===== src/rtl/uart_irq_pkg.sv =====
package uart_irq_pkg;
    localparam int IER_W = 8;
    localparam int ID_W  = 4;

    localparam int EN_RXDATA  = 0;
    localparam int EN_TXREQ   = 1;
    localparam int EN_LINE    = 2;
    localparam int EN_MODEM   = 3;
    localparam int EN_TIMEOUT = 4;
    localparam int EN_NRZ     = 5;
    localparam int EN_UNIT    = 6;
    localparam int EN_DMA     = 7;

    typedef enum logic [ID_W-1:0] {
        ID_MODEM   = 4'b0000,
        ID_NONE    = 4'b0001,
        ID_TXREQ   = 4'b0010,
        ID_RXDATA  = 4'b0100,
        ID_LINE    = 4'b0110,
        ID_TIMEOUT = 4'b1100
    } irq_id_e;

    typedef enum logic [1:0] {
        TX_IDLE  = 2'b00,
        TX_PEND  = 2'b01,
        TX_ACKED = 2'b10
    } tx_state_e;

    typedef enum logic {
        TO_IDLE = 1'b0,
        TO_PEND = 1'b1
    } to_state_e;

    typedef struct packed {
        logic line;
        logic rxdata;
        logic timeout;
        logic txreq;
        logic modem;
    } src_vec_t;
endpackage


===== src/rtl/uart_irq_enable_reg.sv =====
module uart_irq_enable_reg
    import uart_irq_pkg::*;
(
    input  logic             clk,
    input  logic             rst_n,
    input  logic             wr,
    input  logic [IER_W-1:0] wdata,
    output logic [IER_W-1:0] ier_q,
    output src_vec_t         en,
    output logic             unit_en,
    output logic             dma_conflict
);
    always_ff @(posedge clk or negedge rst_n) begin
        if (!rst_n) begin
            ier_q <= '0;
        end else if (wr) begin
            ier_q <= wdata;
        end
    end

    always_comb begin
        en.line      = ier_q[EN_LINE];
        en.rxdata    = ier_q[EN_RXDATA] & ~ier_q[EN_DMA];
        en.timeout   = ier_q[EN_TIMEOUT];
        en.txreq     = ier_q[EN_TXREQ] & ~ier_q[EN_DMA];
        en.modem     = ier_q[EN_MODEM];
        unit_en      = ier_q[EN_UNIT];
        dma_conflict = ier_q[EN_DMA] & (ier_q[EN_RXDATA] | ier_q[EN_TXREQ]);
    end
endmodule


===== src/rtl/uart_irq_sources.sv =====
module uart_irq_sources
    import uart_irq_pkg::*;
(
    input  logic     clk,
    input  logic     rst_n,
    input  logic     lsr_err,
    input  logic     lsr_rd,
    input  logic     msr_change,
    input  logic     msr_rd,
    input  logic     rx_level_hit,
    input  logic     rx_char,
    input  logic     rx_timeout_evt,
    input  logic     tx_req,
    input  logic     tx_wr,
    input  logic     iir_rd,
    input  logic     tx_shown,
    input  logic     abl_lock,
    output src_vec_t raw,
    output logic     abl_flag
);
    tx_state_e tx_q, tx_d;
    to_state_e to_q, to_d;
    logic      line_q, line_d;
    logic      modem_q, modem_d;

    // state register process
    always_ff @(posedge clk or negedge rst_n) begin
        if (!rst_n) begin
            tx_q     <= TX_IDLE;
            to_q     <= TO_IDLE;
            line_q   <= 1'b0;
            modem_q  <= 1'b0;
            abl_flag <= 1'b0;
        end else begin
            tx_q     <= tx_d;
            to_q     <= to_d;
            line_q   <= line_d;
            modem_q  <= modem_d;
            abl_flag <= abl_lock;
        end
    end

    // next-state process
    always_comb begin
        tx_d = tx_q;
        unique case (tx_q)
            TX_IDLE:  if (tx_req) tx_d = TX_PEND;
            TX_PEND: begin
                if (tx_wr || (iir_rd && tx_shown)) tx_d = TX_ACKED;
                else if (!tx_req)                  tx_d = TX_IDLE;
            end
            TX_ACKED: if (!tx_req) tx_d = TX_IDLE;
            default:  tx_d = TX_IDLE;
        endcase

        to_d = to_q;
        unique case (to_q)
            TO_IDLE: if (rx_timeout_evt && !rx_char) to_d = TO_PEND;
            TO_PEND: if (rx_char)                    to_d = TO_IDLE;
            default: to_d = TO_IDLE;
        endcase

        line_d  = lsr_err | (line_q & ~lsr_rd);
        modem_d = msr_change | (modem_q & ~msr_rd);
    end

    // output process
    always_comb begin
        raw.line    = line_q;
        raw.rxdata  = rx_level_hit;
        raw.timeout = (to_q == TO_PEND);
        raw.txreq   = (tx_q == TX_PEND);
        raw.modem   = modem_q;
    end

    p_timeout_clear_r5: assert property (@(posedge clk) disable iff (!rst_n)
        (to_q == TO_PEND && rx_char) |=> (to_q == TO_IDLE));

    p_line_clear_r8: assert property (@(posedge clk) disable iff (!rst_n)
        (line_q && lsr_rd && !lsr_err) |=> !line_q);

    p_tx_no_refire_r9: assert property (@(posedge clk) disable iff (!rst_n)
        (tx_q == TX_ACKED && tx_req) |=> (tx_q != TX_PEND));
endmodule


===== src/rtl/uart_irq_encoder.sv =====
module uart_irq_encoder
    import uart_irq_pkg::*;
(
    input  src_vec_t pend,
    output irq_id_e  code
);
    always_comb begin
        if (pend.line)         code = ID_LINE;
        else if (pend.rxdata)  code = ID_RXDATA;
        else if (pend.timeout) code = ID_TIMEOUT;
        else if (pend.txreq)   code = ID_TXREQ;
        else if (pend.modem)   code = ID_MODEM;
        else                   code = ID_NONE;
    end
endmodule


===== src/rtl/uart_irq_arbiter.sv =====
module uart_irq_arbiter
    import uart_irq_pkg::*;
(
    input  logic             clk,
    input  logic             rst_n,
    input  logic             ier_wr,
    input  logic [IER_W-1:0] ier_wdata,
    input  logic             lsr_err,
    input  logic             lsr_rd,
    input  logic             msr_change,
    input  logic             msr_rd,
    input  logic             rx_level_hit,
    input  logic             rx_char,
    input  logic             rx_timeout_evt,
    input  logic             tx_req,
    input  logic             tx_wr,
    input  logic             iir_rd,
    input  logic             abl_lock,
    output logic [IER_W-1:0] ier_q,
    output logic [ID_W-1:0]  iir_code,
    output logic             abl_flag,
    output logic             irq,
    output logic             dma_conflict
);
    src_vec_t en;
    src_vec_t raw;
    src_vec_t pend;
    logic     unit_en;
    irq_id_e  code;
    logic     tx_shown;

    uart_irq_enable_reg u_enable (
        .clk          (clk),
        .rst_n        (rst_n),
        .wr           (ier_wr),
        .wdata        (ier_wdata),
        .ier_q        (ier_q),
        .en           (en),
        .unit_en      (unit_en),
        .dma_conflict (dma_conflict)
    );

    uart_irq_sources u_sources (
        .clk            (clk),
        .rst_n          (rst_n),
        .lsr_err        (lsr_err),
        .lsr_rd         (lsr_rd),
        .msr_change     (msr_change),
        .msr_rd         (msr_rd),
        .rx_level_hit   (rx_level_hit),
        .rx_char        (rx_char),
        .rx_timeout_evt (rx_timeout_evt),
        .tx_req         (tx_req),
        .tx_wr          (tx_wr),
        .iir_rd         (iir_rd),
        .tx_shown       (tx_shown),
        .abl_lock       (abl_lock),
        .raw            (raw),
        .abl_flag       (abl_flag)
    );

    assign pend = raw & en;

    uart_irq_encoder u_encoder (
        .pend (pend),
        .code (code)
    );

    assign iir_code = code;
    assign tx_shown = (code == ID_TXREQ);
    assign irq      = unit_en & (~iir_code[0] | abl_flag);

    p_line_wins_r2: assert property (@(posedge clk) disable iff (!rst_n)
        (raw.line && ier_q[EN_LINE]) |-> (iir_code == 4'b0110));

    p_idle_shape_r3: assert property (@(posedge clk) disable iff (!rst_n)
        iir_code[0] |-> (iir_code[3:1] == 3'b000));

    p_abl_raises_r4: assert property (@(posedge clk) disable iff (!rst_n)
        (abl_flag && ier_q[EN_UNIT]) |-> irq);

    p_dma_mask_r7: assert property (@(posedge clk) disable iff (!rst_n)
        ier_q[EN_DMA] |-> (iir_code != 4'b0100 && iir_code != 4'b0010));

    p_unit_gate_r10: assert property (@(posedge clk) disable iff (!rst_n)
        !ier_q[EN_UNIT] |-> !irq);
endmodule


===== config.mk =====
export PLATFORM = sky130hd
export DESIGN_NAME = uart_irq_arbiter
export DESIGN_NICKNAME = d
export VERILOG_FILES = /design/src/rtl/uart_irq_pkg.sv /design/src/rtl/uart_irq_enable_reg.sv /design/src/rtl/uart_irq_sources.sv /design/src/rtl/uart_irq_encoder.sv /design/src/rtl/uart_irq_arbiter.sv
export SDC_FILE = /design/constraint.sdc
export NUM_CORES = 1
export LEC_CHECK = 0
export ABC_AREA = 1
export BUFFER_PORTS_ARGS = -buffer_cell sky130_fd_sc_hd__buf_4
export CAP_MARGIN = 10
export CORE_MARGIN = 5
export CORE_UTILIZATION = 38
export DETAILED_ROUTE_END_ITERATION = 8
export GPL_TIMING_DRIVEN = 0
export PLACE_DENSITY = 0.73
export SLEW_MARGIN = 40
export SYNTH_ARGS = -nofsm -noshare
export SYNTH_HDL_FRONTEND = slang
export SYNTH_SLANG_ARGS = --single-unit
export TNS_END_PERCENT = 20

===== constraint.sdc =====
create_clock -name clk -period 1.12 [get_ports clk]
set_input_delay 0.28 -clock clk [delete_from_list [all_inputs] [get_ports clk]]
set_output_delay 0.28 -clock clk [all_outputs]
set_load 0.01 [all_outputs]

After elaboration in Yosys (flattened, before gate mapping):

Cells that the tools add are included.

* equal/unequal tests: 4
* bitwise operators: 16
* multiplexer cells: 12
* reductions and logical operators: 5

Operator list (number)
* $mux 4: 4
* $and 1x1->1: 6
* $mux 2: 3
* $pmux 2 s3: 1
* $and 5x5->5: 1
* $not 1->1: 5
* $eq 4x2->1 const B: 1
* $or 1x1->1: 4
* $mux 1: 3
* $eq 2x1->1 const B: 1
* $eq 2x2->1 const B: 1
* $logic_and 1x1->1: 2
* $logic_not 2->1: 1
* $ne 2x2->1 const B: 1
* $pmux 1 s2: 1
* $logic_not 1->1: 1
* $logic_or 1x1->1: 1

* bits of input ports: 22
* output and inout bits: 15
* register bits: 14

Longest topological paths before layout:

* depth after elaboration: 13
* depth in mapped cells: 7
* mapped depth without buffers: 7

By module:

From an unflattened synthesis, not the netlist that was laid out.

* cells, all modules: 101
* area, all modules: 744.5 um^2

By module, submodules not included
* uart_irq_enable_reg: instances 1, area each 361.6 um^2, cells an instance 45, sequential area each 200.2 um^2
* uart_irq_sources: instances 1, area each 256.5 um^2, cells an instance 27, sequential area each 150.1 um^2
* uart_irq_arbiter: instances 1, area each 72.6 um^2, cells an instance 19, sequential area each 0.0 um^2
* uart_irq_encoder: instances 1, area each 53.8 um^2, cells an instance 10, sequential area each 0.0 um^2

Worst setup path after synthesis:

No wires, ideal clock.

* path kind: register to output
* start: register u_enable.ier_q[4]
* end: output irq
* stages on the path, launching flop included: 7
* data arrival time: 0.985 ns
* slack: -0.145 ns
* cell sequence: dfrtp_1 nand2_2 inv_2 nor2_4 nand2_4 nor2_4 a21oi_2

* cells in the longest elaborated chain, start to end: 7

RTL lines
* start, declared: line uart_irq_enable_reg.sv:8 `output logic [IER_W-1:0] ier_q,`
* start signal, assigned: line uart_irq_enable_reg.sv:17 `ier_q <= wdata;`
* $and 5x5->5: line uart_irq_arbiter.sv:62 `assign pend = raw & en;`
* $mux 4: line uart_irq_encoder.sv:10 `else if (pend.timeout) code = ID_TIMEOUT;`
* $mux 4: line uart_irq_encoder.sv:9 `else if (pend.rxdata) code = ID_RXDATA;`
* $mux 4: line uart_irq_encoder.sv:8 `if (pend.line) code = ID_LINE;`
* net iir_code[0]: line uart_irq_arbiter.sv:20 `output logic [ID_W-1:0] iir_code,`
* $not 1->1: line uart_irq_arbiter.sv:71 `assign irq = unit_en & (~iir_code[0] | abl_flag);`
* $or 1x1->1: line uart_irq_arbiter.sv:71
* $and 1x1->1: line uart_irq_arbiter.sv:71
* end, declared: line uart_irq_arbiter.sv:22 `output logic irq,`

The timed path passes the listed nets, and every way through them passes these cells.

Final worst setup path:

* start: register u_enable.ier_q[4]
* end: output irq

* cells in the longest elaborated chain, start to end: 7

RTL lines (line)
* $and 5x5->5: uart_irq_arbiter.sv:62
* $mux 4: uart_irq_encoder.sv:10
* $mux 4: uart_irq_encoder.sv:9
* $mux 4: uart_irq_encoder.sv:8
* $not 1->1: uart_irq_arbiter.sv:71
* $or 1x1->1: uart_irq_arbiter.sv:71
* $and 1x1->1: uart_irq_arbiter.sv:71

No other way between the ends.

==> metrics.cfg <==
[global_routing]
use_met2_pct = 26.57
grtUsageMet1_pct = 14.05
grt_overflow = 0
grt_pass1_vias = 712
antenna_found_initial = 0
grt_max_degree = 15
grt_usage_pct = 14.03
grt_pass1_wl_mm = 2.773
top_usage_layer = met2
met3_usage_pct = 1.994

[cells_and_area]
fill_cells = 147
multi_input_area_um2 = 292.8
layout.cells.non_filler = 145
antenna_cells = 0
final_common_cell = buf_4
areaGrowthSynthToFinish_pct = 69.19
drive_gt1_share_pct = 61.67
register_area_um2 = 351.6
layout_common_cells = buf_4 (34), dfrtp_1 (13), nand2_1 (10), inv_1 (10), buf_6 (10)
nets = 143
postLayoutCellArea_um2 = 1147

[critical_path]
r2r_cells = 7
start_kind = flop
regToRegSetupSlack_ns = 0.04
timing.rr.start = u_enable.ier_q[7]$_DFFE_PN0P_
cp-end-kind = output pin
required_ns = 0.84
crit_type = flop to output pin
critPathArrivalTime_ns = 1.30
r2r-end = u_sources.tx_q[1]$_DFFE_PN0P_
worstPathMaxFanout = 2

[floorplanning]
die_h_um = 52.25
core_area_um2 = 1708
fp.dieW_um = 52.25
rows = 15
die_area_um2 = 2730
start_util_pct = 39.71
num_io_pins = 37

[synthesis]
yosys.area.top_type = dfrtp_1
ys.warnings.count = 0
syn_nets = 94
syn-mean-instance-area_um2 = 9.419
synth_compound_area_share_pct = 10.52
synth-xor-area-share_pct = 0
synth_top_area_share_pct = 51.66
yosys.area_share.simple_pct = 23.25
netlist-cell-type-count = 20
synthCells = 72
synth_top_family_by_area = simple AND/OR/NAND/NOR gates
ys_ff_latch = 14
syn_area_um2 = 678.2
ys_seq_area_share_pct = 51.66
synth_mux_area_share_pct = 4.982
synth.area.top_cells = dfrtp_1 (52%), nand2_1 (6.6%), inv_1 (6.1%)
synthAdderAreaFrac_pct = 0

[placed_design]
placedCellCount = 133
postPlaceCellArea_um2 = 979.7
routabilityCongestion = 0.6384
hpwl_mm = 1.295
port_buffers = 36

[routing]
drc = 0
vias = 640
wl_per_cell_um = 11.19
initialDrtViolationCount = 7
final_antenna_net_count = 0
drt-total-wl_mm = 1.622
first_pass_iters = 4
via_per_inst = 4.414

[min_path]
hold_path_depth = 1
holdCritStartpoint = abl_lock
whs_endpoint = u_sources.abl_flag$_DFF_PN0_
hold_class = input pin to flop

[timing]
min_period_over_period_pct = 140.9
setup_violations = 12
tightest_slew_ns = 0.1666
setup-tns-final_ns = -2.669
hold_ws_ns = 0.09771
fmax_ghz = 0.6338
worst_slack_ns = -0.4577
slew_violations = 0
rsz0062_at_grt = true
fin_crit_ns = 1.578
maxSlewHeadroom_pct = 88.77
final.setup_skew_ns = 0.003208
hold_viol_final = 0

[pwr]
report.power.total_w = 0.001385
peakVddDrop_mv = 0.8891
leakage_nw = 0.6045
p_per_area_nw_per_um2 = 1207

[clock_tree]
clockRootBuffer = clkbuf_4
clk_latency_ns = 0.28
cts_tree = yes
clkTransAtPathRegs_ns = 0.08
numCtsBuffers = 3
clock_path_buffers = 2
h-tree-depth = 1
cts.sinks = 14

[outcome]
violations = negative setup slack
status = complete, but fails checks

[flow_run]
maxCapViolCount = 0

-- how the worst max path moves through the flow --
stage	startpoint	end	slack [ns]	cells after the start
final	u_enable.ier_q[4]$_DFFE_PN0P_	irq	-0.46	7
after global routing	u_enable.ier_q[4]$_DFFE_PN0P_	irq	-0.55	7
after CTS	u_enable.ier_q[0]$_DFFE_PN0P_	irq	-0.47	7
after detailed placement	u_enable.ier_q[4]$_DFFE_PN0P_	irq	-0.20	7
after global placement	u_enable.ier_q[4]$_DFFE_PN0P_	irq	-0.18	7
after floorplan	u_enable.ier_q[7]$_DFFE_PN0P_	irq	-0.12	5
-- synthesized netlist by cell type --
cell      count
nor2_4        3
nor2_2        1
a21oi_1       2
nor2_1        4
nand2_2       5
nand3_2       1
buf_4         1
inv_2         3
nand2_4       1
o22ai_2       1
o21ai_0       3
nand2_1      12
a21oi_2       1
inv_1        11
mux2_2        3
buf_2         1
nor3_1        1
o21bai_1      2
dfrtp_1      14
o21ai_1       2
-- cell type report --
type	instances	share of cell area, %
Buffer	2	1.418
Tap cell	25	2.726
Inverter	14	4.580
Clock buffer	4	3.162
Multi-Input combinational cell	42	25.52
Timing Repair Buffer	44	31.95
Sequential cell	14	30.64
-- critical path, cell delays in order, from the launching register on --
cell     delay [ns]
dfrtp_1        0.40
nand2_2        0.09
inv_2          0.04
nor2_4         0.12
nand2_4        0.07
nor2_4         0.10
a21oi_2        0.05
buf_4          0.14
-- routing by layer --
metal  share of wire [%]  wire (um)  vias to the layer above
met4                 2.4         39                        0
li1                    -          -                      314
met2                  52        844                       27
met1                  39        632                      294
met3                 6.5        105                        5
met5                   0          0                        -
-- report_power, final --
part           leakage [nW]  total, W  switching, W  internal [W]
Sequential            0.166  0.000590     0.0000385      0.000552
Clock                0.0210  0.000368      0.000170      0.000198
Combinational         0.418  0.000426      0.000188      0.000238
Total                 0.605   0.00138      0.000397      0.000987
-- stage by stage --
step | worst slack [ns] | utilization [%]
final | -0.4577 | 67.18
after global routing | -0.5483 | 67.18
after CTS | -0.4729 | 64.98
after detailed placement | -0.1958 | 57.36
after global placement | -0.1756 | 57.36
after floorplan | -0.1219 | -
-- flip-flops by register name, summed over array words and instances, names as in the netlist --
register / flops
u_sources.modem_q: 1
u_enable.ier_q: 8
u_sources.line_q: 1
u_sources.tx_q: 2
u_sources.abl_flag: 1
u_sources.to_q: 1
-- what timing repair did --
| item | CTS | global route |
|---|---|---|
| gates resized for setup | 12 | 7 |
| hold buffers | 1 | 0 |
| hold endpoints to repair | 14 | 0 |
| setup buffers | 5 | 2 |
| pin swaps | 4 | 3 |
| endpoints found under the setup margin | 11 | 17 |
-- logic make-up after synthesis --
group           after synthesis
mux                           3
simple gates                 28
flops                        14
compound gates               11
buf+inv                      16
(Power assumes the default switching activity.)
